[config.mk]
export PLATFORM = sky130hd
export DESIGN_NAME = retrig_oneshot
export DESIGN_NICKNAME = d
export VERILOG_FILES = /design/src/rtl/oneshot_pkg.sv /design/src/rtl/oneshot_sync.sv /design/src/rtl/oneshot_trig.sv /design/src/rtl/oneshot_count.sv /design/src/rtl/retrig_oneshot.sv
export SDC_FILE = /design/constraint.sdc
export NUM_CORES = 1
export LEC_CHECK = 0
export ABC_AREA = 1
export BUFFER_PORTS_ARGS = -buffer_cell sky130_fd_sc_hd__buf_4
export CORE_MARGIN = 2
export CORE_UTILIZATION = 60
export CTS_BUF_LIST = sky130_fd_sc_hd__clkbuf_8
export DETAILED_ROUTE_END_ITERATION = 10
export GPL_TIMING_DRIVEN = 0
export PLACE_DENSITY_LB_ADDON = 0.15
export SLEW_MARGIN = 15
export SYNTH_ARGS = -nofsm -noshare
export SYNTH_HDL_FRONTEND = slang
export SYNTH_SLANG_ARGS = --single-unit
[constraint.sdc]
create_clock -name clk -period 2.1 [get_ports clk]
set_clock_uncertainty 0.2 [all_clocks]
set_input_delay 0.315 -clock clk [delete_from_list [all_inputs] [get_ports clk]]
set_output_delay 0.315 -clock clk [all_outputs]
set_load 0.01 [all_outputs]
[src/rtl/oneshot_pkg.sv]
// Shared types for the retriggerable one-shot.
// Assumes the three control inputs are bundled as one packed struct.
package oneshot_pkg;

    typedef struct packed {
        logic fall_trig;   // trigger that fires on a falling edge
        logic rise_trig;   // trigger that fires on a rising edge
        logic clr_n;       // active-low clear
    } ctl_t;

    // Idle levels: nothing armed, clear released
    localparam ctl_t CTL_IDLE = '{fall_trig: 1'b1, rise_trig: 1'b0, clr_n: 1'b1};

endpackage

[src/rtl/oneshot_sync.sv]
// Multi-stage synchroniser for a bundle of asynchronous level inputs.
// Assumes each bit is an independent slow level; no bus coherency is implied.
module oneshot_sync #(
    parameter int          BITS    = 3,
    parameter int          STAGES  = 2,
    parameter logic [BITS-1:0] RST_VAL = '0
) (
    input  logic            clk,
    input  logic            rst_n,
    input  logic [BITS-1:0] async_i,
    output logic [BITS-1:0] sync_o
);

    logic [BITS-1:0] stage_q [STAGES];

    generate
        for (genvar s = 0; s < STAGES; s++) begin : g_stage
            // Purpose: shift each input one flop further down the chain
            always_ff @(posedge clk) begin
                if (!rst_n)
                    stage_q[s] <= RST_VAL;
                else if (s == 0)
                    stage_q[s] <= async_i;
                else
                    stage_q[s] <= stage_q[(s == 0) ? 0 : s-1];
            end
        end
    endgenerate

    assign sync_o = stage_q[STAGES-1];

endmodule

[src/rtl/oneshot_trig.sv]
// Edge detector and trigger gating for the one-shot.
// Assumes its inputs are already synchronised. The previous-level register
// tracks the inputs every cycle, so it is reloaded while clear is low and no
// false edge appears on release.
module oneshot_trig
    import oneshot_pkg::*;
(
    input  logic clk,
    input  logic rst_n,
    input  ctl_t lvl_i,
    output logic trig_o
);

    ctl_t prev_q;
    logic fall_seen;
    logic rise_seen;
    logic clr_rel;

    // Purpose: remember last cycle's levels for edge detection
    always_ff @(posedge clk) begin
        if (!rst_n)
            prev_q <= CTL_IDLE;
        else
            prev_q <= lvl_i;
    end

    // Purpose: detect edges and apply cross-gating; clear low blocks all
    always_comb begin
        fall_seen = prev_q.fall_trig & ~lvl_i.fall_trig & lvl_i.rise_trig;
        rise_seen = ~prev_q.rise_trig & lvl_i.rise_trig & ~lvl_i.fall_trig;
        clr_rel   = ~prev_q.clr_n & lvl_i.clr_n & ~lvl_i.fall_trig & lvl_i.rise_trig;
        trig_o    = lvl_i.clr_n & (fall_seen | rise_seen | clr_rel);
    end

endmodule

[src/rtl/oneshot_count.sv]
// Down-counter that holds the pulse active for a loaded number of cycles.
// Assumes clear has priority over load. A load of zero ends any pulse.
module oneshot_count #(
    parameter int LEN_BITS = 8
) (
    input  logic                clk,
    input  logic                rst_n,
    input  logic                clear_i,
    input  logic                load_i,
    input  logic [LEN_BITS-1:0] len_i,
    output logic                busy_o
);

    logic [LEN_BITS-1:0] cnt_q;

    // Purpose: clear, reload on trigger, otherwise count down to zero
    always_ff @(posedge clk) begin
        if (!rst_n)
            cnt_q <= '0;
        else if (clear_i)
            cnt_q <= '0;
        else if (load_i)
            cnt_q <= len_i;
        else if (cnt_q != '0)
            cnt_q <= cnt_q - 1'b1;
    end

    assign busy_o = (cnt_q != '0);

    assert_reload_R10: assert property (@(posedge clk) disable iff (!rst_n)
        (load_i && !clear_i) |=> (cnt_q == $past(len_i)));

    assert_countdown_R5: assert property (@(posedge clk) disable iff (!rst_n)
        (!load_i && !clear_i && busy_o) |=> (cnt_q == $past(cnt_q) - 1'b1));

    assert_clear_R6: assert property (@(posedge clk) disable iff (!rst_n)
        clear_i |=> !busy_o);

endmodule

[src/rtl/retrig_oneshot.sv]
// Retriggerable one-shot: synchronises the controls, detects gated edges and
// drives a pulse of a programmable number of cycles. Assumes pulse_len_i is
// stable around the trigger detection cycle. The synchronous reset sets the
// output low.
module retrig_oneshot
    import oneshot_pkg::*;
#(
    parameter int LEN_BITS    = 8,
    parameter int SYNC_STAGES = 2
) (
    input  logic                clk,
    input  logic                rst_n,
    input  logic                fall_trig_i,
    input  logic                rise_trig_i,
    input  logic                clr_n_i,
    input  logic [LEN_BITS-1:0] pulse_len_i,
    output logic                pulse_o,
    output logic                pulse_n_o
);

    localparam int CTL_BITS = $bits(ctl_t);

    ctl_t raw_ctl;
    ctl_t lvl;
    logic trig;
    logic busy;

    assign raw_ctl = '{fall_trig: fall_trig_i, rise_trig: rise_trig_i, clr_n: clr_n_i};

    oneshot_sync #(
        .BITS    (CTL_BITS),
        .STAGES  (SYNC_STAGES),
        .RST_VAL (CTL_IDLE)
    ) u_sync (
        .clk     (clk),
        .rst_n   (rst_n),
        .async_i (raw_ctl),
        .sync_o  (lvl)
    );

    oneshot_trig u_trig (
        .clk    (clk),
        .rst_n  (rst_n),
        .lvl_i  (lvl),
        .trig_o (trig)
    );

    oneshot_count #(
        .LEN_BITS (LEN_BITS)
    ) u_count (
        .clk     (clk),
        .rst_n   (rst_n),
        .clear_i (~lvl.clr_n),
        .load_i  (trig),
        .len_i   (pulse_len_i),
        .busy_o  (busy)
    );

    // Purpose: gate the output with clear so an abort drops it one cycle sooner
    assign pulse_o   = busy & lvl.clr_n;
    assign pulse_n_o = ~pulse_o;

    assert_rise_needs_trig_R2: assert property (@(posedge clk) disable iff (!rst_n)
        $rose(pulse_o) |-> $past(trig));

    assert_zero_len_R11: assert property (@(posedge clk) disable iff (!rst_n)
        (trig && pulse_len_i == '0) |=> !pulse_o);

endmodule

==> summary by stage, run 1 <==
Floorplan
In this run the vertical extent of the chip is between 40 and 50 um. Row generation in the floorplan step produced 13 rows. The initial core utilization is 0.654. The horizontal die dimension is 42.1 um. The die covers 1770 um^2. The core box area is approximately 1300 um^2. The number of top-level pins is 15.

Pwr
The maximum vdd ir drop is approximately 0.8 mV. Power spread over the standard cell area amounts to approximately 1200 nW/um^2. Summed over all cells, the static leakage comes to 0.568 nW.

GRT
The via count of the first global-routing pass is 721. The wire length of the first global-routing pass is 2770 um. The initial antenna violation count is 0.

Entering global routing, the biggest net connects 12 pins. The global route total overflow is 0. In the global route stage, overall resource usage came out at 0.204.

Yosys
The mean area per synthesized cell is about 7.1 um^2. For this run, the leading register cell type out of synthesis is sky130_fd_sc_hd__dfxtp_1. The cell count after synthesis came out at approximately 120.

The number of nets in the synthesized netlist is approximately 140. The count of cell types in the netlist is 21. Yosys mapped a number of flops with a built-in enable equal to 0. The count of yosys warnings during synthesis is 0. The share of the synthesized area in the top cell type is 0.390. The share of the Yosys chip area taken by registers is 0.390. Summing every instance area after synthesis gives ~870 um^2.

The synthesized design spends more area on one cell type than any other, namely sky130_fd_sc_hd__dfxtp_1. Ranked by total cell area, the synthesized netlist is headed by sky130_fd_sc_hd__dfxtp_1, sky130_fd_sc_hd__nand2_1, sky130_fd_sc_hd__inv_1, sky130_fd_sc_hd__nand3_1, sky130_fd_sc_hd__nor2_1. After synthesis the netlist holds a flip-flop and latch count of 17. Of all flip-flops after synthesis, the portion carrying an async set or reset was 0.

CTS
The H-tree depth is 1. The number of setup buffers added after CTS is 0. The clock net in this run drives a total of 17 sinks. Buffers inserted to repair hold after CTS numbered 0. The number of buffers added by the clock tree synthesis step is 3.

The longest clock path from root to sink contains 2 buffers. The source-to-sink clock delay at the later pin of the worst-skew pair is 0.25 ns. The post-CTS resize count is 0. The buffer cell driving the clock tree root is sky130_fd_sc_hd__clkbuf_8. After clock tree synthesis, the clock-pin slew on the worst setup and hold paths is roughly 0.070 ns.

TritonCTS built the clock tree.

Placed design
The count of input and output buffers is 13. The placed wire-length estimate is around 1200 um. The cell area after placement is 988 um^2. Routability-driven placement finished with a final weighted congestion of between 0.7 and 0.8. In this run, placement finished with an instance count of 151.

Setup path
The largest fanout of any net on the critical path is 4. The data arrival time of the worst path is ~1.4 ns. The worst setup path is launched from a flip-flop. The critical path starts at u_count.cnt_q[0].

In this run the critical register-to-register path is launched from u_count.cnt_q[0]. The worst setup path is captured at an output port. The category of the most critical setup path is reg -> out.

The required time at the worst-slack endpoint is ~1.6 ns.

Finish
From synthesis to final layout, the design area changed by 18.9%. For this run, the number of standard cells in the final layout without fillers is ~160. In the final layout, flip-flops and latches occupy between 300 and 400 um^2.

After filler insertion, the fill cell instance count of the layout stands at 98. After the last flow step, the layout net total stands at 156. The final instance area is 1040 um^2. The repair_antennas step left the layout with diodes totalling 0. In the final layout, the share of cells above drive strength 1 is 0.214.

The area occupied by multi-input gates is between 400 and 500 um^2.

Worst hold path
The startpoint identified for the worst hold timing path is clr_n_i. The worst hold-check path type is in -> reg.

STA
The number of failing hold endpoints at the final stage is 0. The final max-slew violation count is 0. Headroom to the max-slew limit came out at 0.801. Dividing the final minimum period by the clock period gives 0.908.

The post-route setup TNS is 0 ns. The final critical delay including setup and external delays is between 1.5 and 2 ns. The achievable clock frequency is around 520 MHz. Setup violations remaining at the end of the flow were counted as 0. For the pin with the worst max-slew slack, the measured transition is 0.298 ns. Setup repair after global routing left no endpoint under its margin.

Drt
The routed wire length per instance is roughly 9.7 um. The initial DRC count is 10. Dividing the detail-routed via count by the number of cells gives between 4 and 5. The detailed-route via count is between 700 and 800. In the routed design, unresolved DRC markers number 0. The residual antenna-violating net count after detailed routing is 0. The final layout contains routed wiring with a total length of 1500 um. The first-pass detailed-route iteration total is 4.

Run
The total of max-cap violations is 0.

Status
The run finished with clean final reports.
[registers in the layout (all words and copies together), names as in the netlist]
name	cells
u_count.cnt_q	8
u_trig.prev_q	3
u_sync.stage_q	6
[Yosys cell counts (2+ instances only)]
master / instances
sky130_fd_sc_hd__nand3b_1: 3
sky130_fd_sc_hd__nor2_1: 15
sky130_fd_sc_hd__dfxtp_1: 17
sky130_fd_sc_hd__inv_1: 22
sky130_fd_sc_hd__nand3_1: 13
sky130_fd_sc_hd__ha_1: 2
sky130_fd_sc_hd__nand2_2: 3
sky130_fd_sc_hd__o21ai_0: 3
sky130_fd_sc_hd__nand2_1: 32
sky130_fd_sc_hd__nor2_4: 2
[where the power goes]
group | switching, W | leakage, nW | internal, W
clock network | 0.000111 | 0.0217 | 0.000133
logic | 0.000331 | 0.406 | 0.000228
registers | 0.0000377 | 0.140 | 0.000376
total | 0.000481 | 0.568 | 0.000737
[area by class of cell]
| type | instances | share of cell area |
|---|---|---|
| inverter | 24 | 0.0917 |
| multi-input combinational | 80 | 0.405 |
| timing repair buffer | 13 | 0.0941 |
| sequential | 17 | 0.328 |
| tap | 15 | 0.0181 |
| buffer | 2 | 0.0157 |
| clock inverter | 1 | 0.00724 |
| clock buffer | 3 | 0.0398 |
[cell families (layout without fill, tap and decap cells)]
family,count (synthesis),count (layout),synth area share
AO/OA/AOI/OAI,5,5,0.0316
adder cells (fa/ha/maj),2,2,0.0287
buffers and inverters,26,43,0.128
flip-flops,17,17,0.390
AND/OR/NAND/NOR,73,73,0.422
[critical path, cell delays in order, from the launching register on]
cell and delay (ns):
sky130_fd_sc_hd__dfxtp_1 0.33, sky130_fd_sc_hd__inv_1 0.09, sky130_fd_sc_hd__ha_1 0.20, sky130_fd_sc_hd__nand3_1 0.12, sky130_fd_sc_hd__nor2_4 0.06, sky130_fd_sc_hd__nor2_1 0.14
sky130_fd_sc_hd__inv_1 0.06, sky130_fd_sc_hd__buf_4 0.14
[routing by layer]
| metal | GRT usage | share of wire |
|---|---|---|
| met1 | 0.220 | 0.45 |
| met2 | 0.353 | 0.49 |
| met3 | 0.0819 | 0.053 |
| met4 | 0.0875 | 0.011 |
| met5 | 0 | 0 |
[per-stage QoR]
stage / setup WS (ns) / hold WS (ns) / utilization / total power, W
2_1_floorplan: 0.547 / 0.180 / - / 0.000849
3_3_place_gp: 0.529 / 0.184 / 0.741 / 0.000952
3_5_place_dp: 0.462 / 0.185 / 0.741 / 0.000978
4_1_cts: 0.173 / 0.0322 / 0.778 / 0.00123
5_1_grt: 0.0978 / 0.0362 / 0.778 / 0.00132
6_report: 0.193 / 0.0361 / 0.778 / 0.00122
[worst paths after layout]
| path | end | slack, ns | depth (start not counted) |
|---|---|---|---|
| max reg2reg | u_count.cnt_q[6] | 0.58 | 9 |
| max | pulse_n_o | 0.19 | 7 |
| min | u_sync.stage_q[0][0] | 0.04 | 3 |
| min reg2reg | u_sync.stage_q[1][0] | 0.20 | 2 |
[cells in the final DEF, fill, tap and decap left out, types with 2 or more instances in the layout]
master,n
sky130_fd_sc_hd__nand3_1,13
sky130_fd_sc_hd__nand2_1,32
sky130_fd_sc_hd__nand3b_1,3
sky130_fd_sc_hd__dfxtp_1,17
sky130_fd_sc_hd__nor2_1,15
sky130_fd_sc_hd__nand2_2,3
sky130_fd_sc_hd__o21ai_0,3
sky130_fd_sc_hd__nor2_4,2
sky130_fd_sc_hd__inv_1,22
sky130_fd_sc_hd__ha_1,2
sky130_fd_sc_hd__buf_4,13
sky130_fd_sc_hd__clkbuf_8,3
Power figures use the tool's default switching activity.
==> inputs of run 2 (changes only) <==
Settings changed: CORE_UTILIZATION 60 to 47.
==> summary by stage, run 2 (synthesized netlist as in run 1, its figures left out) <==
Setup path
The required time at the worst-slack endpoint is 1.58 ns (about the same). The data arrival time of the worst path is 1.36 ns (-0.03 ns). In this design, the critical path's most frequently occurring cell is sky130_fd_sc_hd__inv_1. The critical-path cell with the highest stage delay is sky130_fd_sc_hd__dfxtp_1. The type of element capturing the critical path is an output port. The number of buffer and inverter stages on the critical path is 3 (unchanged).

The largest incremental delay on the critical path is 0.33 ns (about the same). The cell family with the largest share of critical-path delay is flip-flops. The critical path goes through inv_1, ha_1, nand3_1, nor2_4, nor2_1, inv_1, buf_4. The largest fanout of any net on the critical path was 4 (unchanged). The critical path is of the reg -> out type.

The kind of start point of the critical path is a flip-flop.

STA
Setup repair after global routing left no endpoint under its margin. The number of failing hold endpoints at the final stage is 0 (unchanged). The final critical delay including setup and external delays was 1.88 ns (-0.0282 ns).

The post-route setup TNS is 0 ns (unchanged). The achievable clock frequency is 532 MHz (+1.5%). The remaining max-slew budget at the tightest pin was 0.813 (+0.0122).

The final max-slew violation count came to 0 (unchanged). The final setup violation count is 0 (unchanged). The final-layout worst hold slack is 0.0303 ns (-0.00577 ns). The post-route clock period utilization was 0.895 (-0.0134). The actual transition at the worst max-transition pin is 0.280 ns (-0.0183 ns).

GRT
The met1 usage in global routing is 0.171 (-0.0482). The met3 capacity usage during global routing is 0.0462 (-0.0357). The global routing usage summed across all routing layers is 0.168 (-0.0361). The wire length of the first global-routing pass came to 2550 um (-8.2%). The met2 track demand over resource in global routing is 0.312 (-0.0408). The initial antenna violation count was 0 (unchanged). The layer flagged by global routing as most heavily used is met2. The global route total overflow is 0 (unchanged). The pin count of the biggest net entering global routing is 11 (-1). The via count of the first global-routing pass is 678 (-6.0%).

Pwr
The total power per unit cell area is 1150 nW/um^2 (-1.6%). The maximum vdd ir drop is 0.923 mV (+13%). The switching power is 0.000473 W (-1.5%).

The internal power summed over all cells was 0.000734 W (-0.35%). The switching portion of total power is 0.392 (-0.00276). The combinational power share was 0.460 (about the same). The share of power burned in the clock network is 0.196 (-0.005). The total leakage power came to 0.573 nW (+0.91%). The sequential group share of total power is 0.343 (+0.003).

Drt
The detailed-route wire length came to 1440 um (-4.1%). The ratio of routed vias to standard cells is 4.59 (-3.8%). The initial DRC count came to 8 (-2). The DRC violations left is 0 (unchanged).

The routed wire length per instance is 8.72 um (-9.9%). The first-pass detailed-route iteration total is 4 (unchanged). The detailed-route via count is 757 (+2.4%). The residual antenna-violating net count after detailed routing was 0 (unchanged).

Finish
Leaving out fill and tap cells, the most frequent cells in the layout are sky130_fd_sc_hd__nand2_1, sky130_fd_sc_hd__inv_1, sky130_fd_sc_hd__dfxtp_1, sky130_fd_sc_hd__nor2_1. The commonest non-fill, non-tap cell in the layout is sky130_fd_sc_hd__nand2_1. The area growth from synthesis to layout is 19.9%.

The number of diodes added for antenna fixing is 0 (unchanged). The net count reported at finish is 156 (unchanged). The largest register by flop count is u_count.cnt_q. The largest registers in the layout are u_count.cnt_q x8, u_sync.stage_q x6, u_trig.prev_q x3. The fraction of final layout cells with drive strength greater than 1 is 0.207 (-0.00714). The number of flip-flops under the largest register name was 8 (unchanged).

Floorplan
The die outline height is 47.1 um (+12%). The overall die area is 2220 um^2 (+25%). The core box area came to 1730 um^2 (+29%).

The initial core utilization is 0.505 (-0.149). The number of top-level pins is 15 (unchanged). The horizontal die dimension is 47.1 um (+12%).

The standard-cell row count is 15 (+2).

CTS
The post-CTS resize count was 0 (unchanged). The number of hold buffers added after cts came to 0 (unchanged). In this run the clock root is driven by a sky130_fd_sc_hd__clkbuf_8. The CTS clock-pin slew for the worst setup and hold paths is 0.06 ns (about the same). The source-to-sink clock delay at the later pin of the worst-skew pair came to 0.25 ns (about the same). The number of buffers inserted to repair setup after CTS is 0 (unchanged). The maximum count of clock buffers along a single path is 2 (unchanged). The number of buffers added by the clock tree synthesis step was 3 (unchanged).

The clock net sink count is 17 (unchanged). TritonCTS built the clock tree. The H-tree depth is 1 (unchanged).

Run
The total of max-cap violations is 0 (unchanged).

Placed design
The weighted congestion reported at the end of routability-driven placement is 0.734 (-4.3%). The placed wire-length estimate is 1160 um (-0.45%). The count of input and output buffers is 13 (unchanged).

Worst hold path
The worst hold-check path type is in -> reg.

Status
The run finished with clean final reports.
-- run 2: path summary, 6_finish.rpt --
path,cells past startpoint,startpoint,to,slack [ns]
min,3,clr_n_i,u_sync.stage_q[0][0],0.03
min reg2reg,2,u_sync.stage_q[0][0],u_sync.stage_q[1][0],0.20
max reg2reg,9,u_count.cnt_q[0],u_count.cnt_q[7],0.57
max,7,u_count.cnt_q[0],pulse_n_o,0.22
-- run 2: metal layers --
layer / wire [um] / vias to the layer above
met5: 0 / -
met3: 53 / 4
met2: 744 / 11
met1: 616 / 338
li1: - / 404
met4: 25 / 0
-- run 2: stage by stage --
step                      instance area, um^2  instances  setup WS [ns]  total power, W  utilization
after floorplan                           872        123          0.547        0.000849            -
after global placement                   1000        161          0.514        0.000962        0.580
after detailed placement                 1000        161          0.472        0.000984        0.580
after CTS                                1050        165          0.194         0.00123        0.606
after global routing                     1050        165         0.0966         0.00134        0.606
final                                    1050        165          0.221         0.00121        0.606
-- run 2: cell type report --
class | instances | area, um^2
Fill cell | 171 | 681
Timing Repair Buffer | 13 | 97.6
Buffer | 2 | 16.3
Inverter | 24 | 95.1
Sequential cell | 17 | 340
Clock inverter | 1 | 3.75
Multi-Input combinational cell | 80 | 420
Clock buffer | 3 | 41.3
Tap cell | 25 | 31.3
-- run 2: power groups by stage --
stage          logic (W)  clock network, W  registers [W]
6_report        0.000556          0.000237       0.000415
4_1_cts         0.000568          0.000245       0.000415
5_1_grt         0.000659          0.000260       0.000421
3_3_place_gp    0.000543                 0       0.000419
3_5_place_dp    0.000563                 0       0.000422
2_1_floorplan   0.000437                 0       0.000413
-- run 2: worst register-to-register path: cells and delay by family (launching register included) --
kind / cells / cell delay (ns)
and+or+nand+nor: 6 / 0.58
buffers and inverters: 2 / 0.16
adders and majority gates: 1 / 0.16
DFF: 1 / 0.31
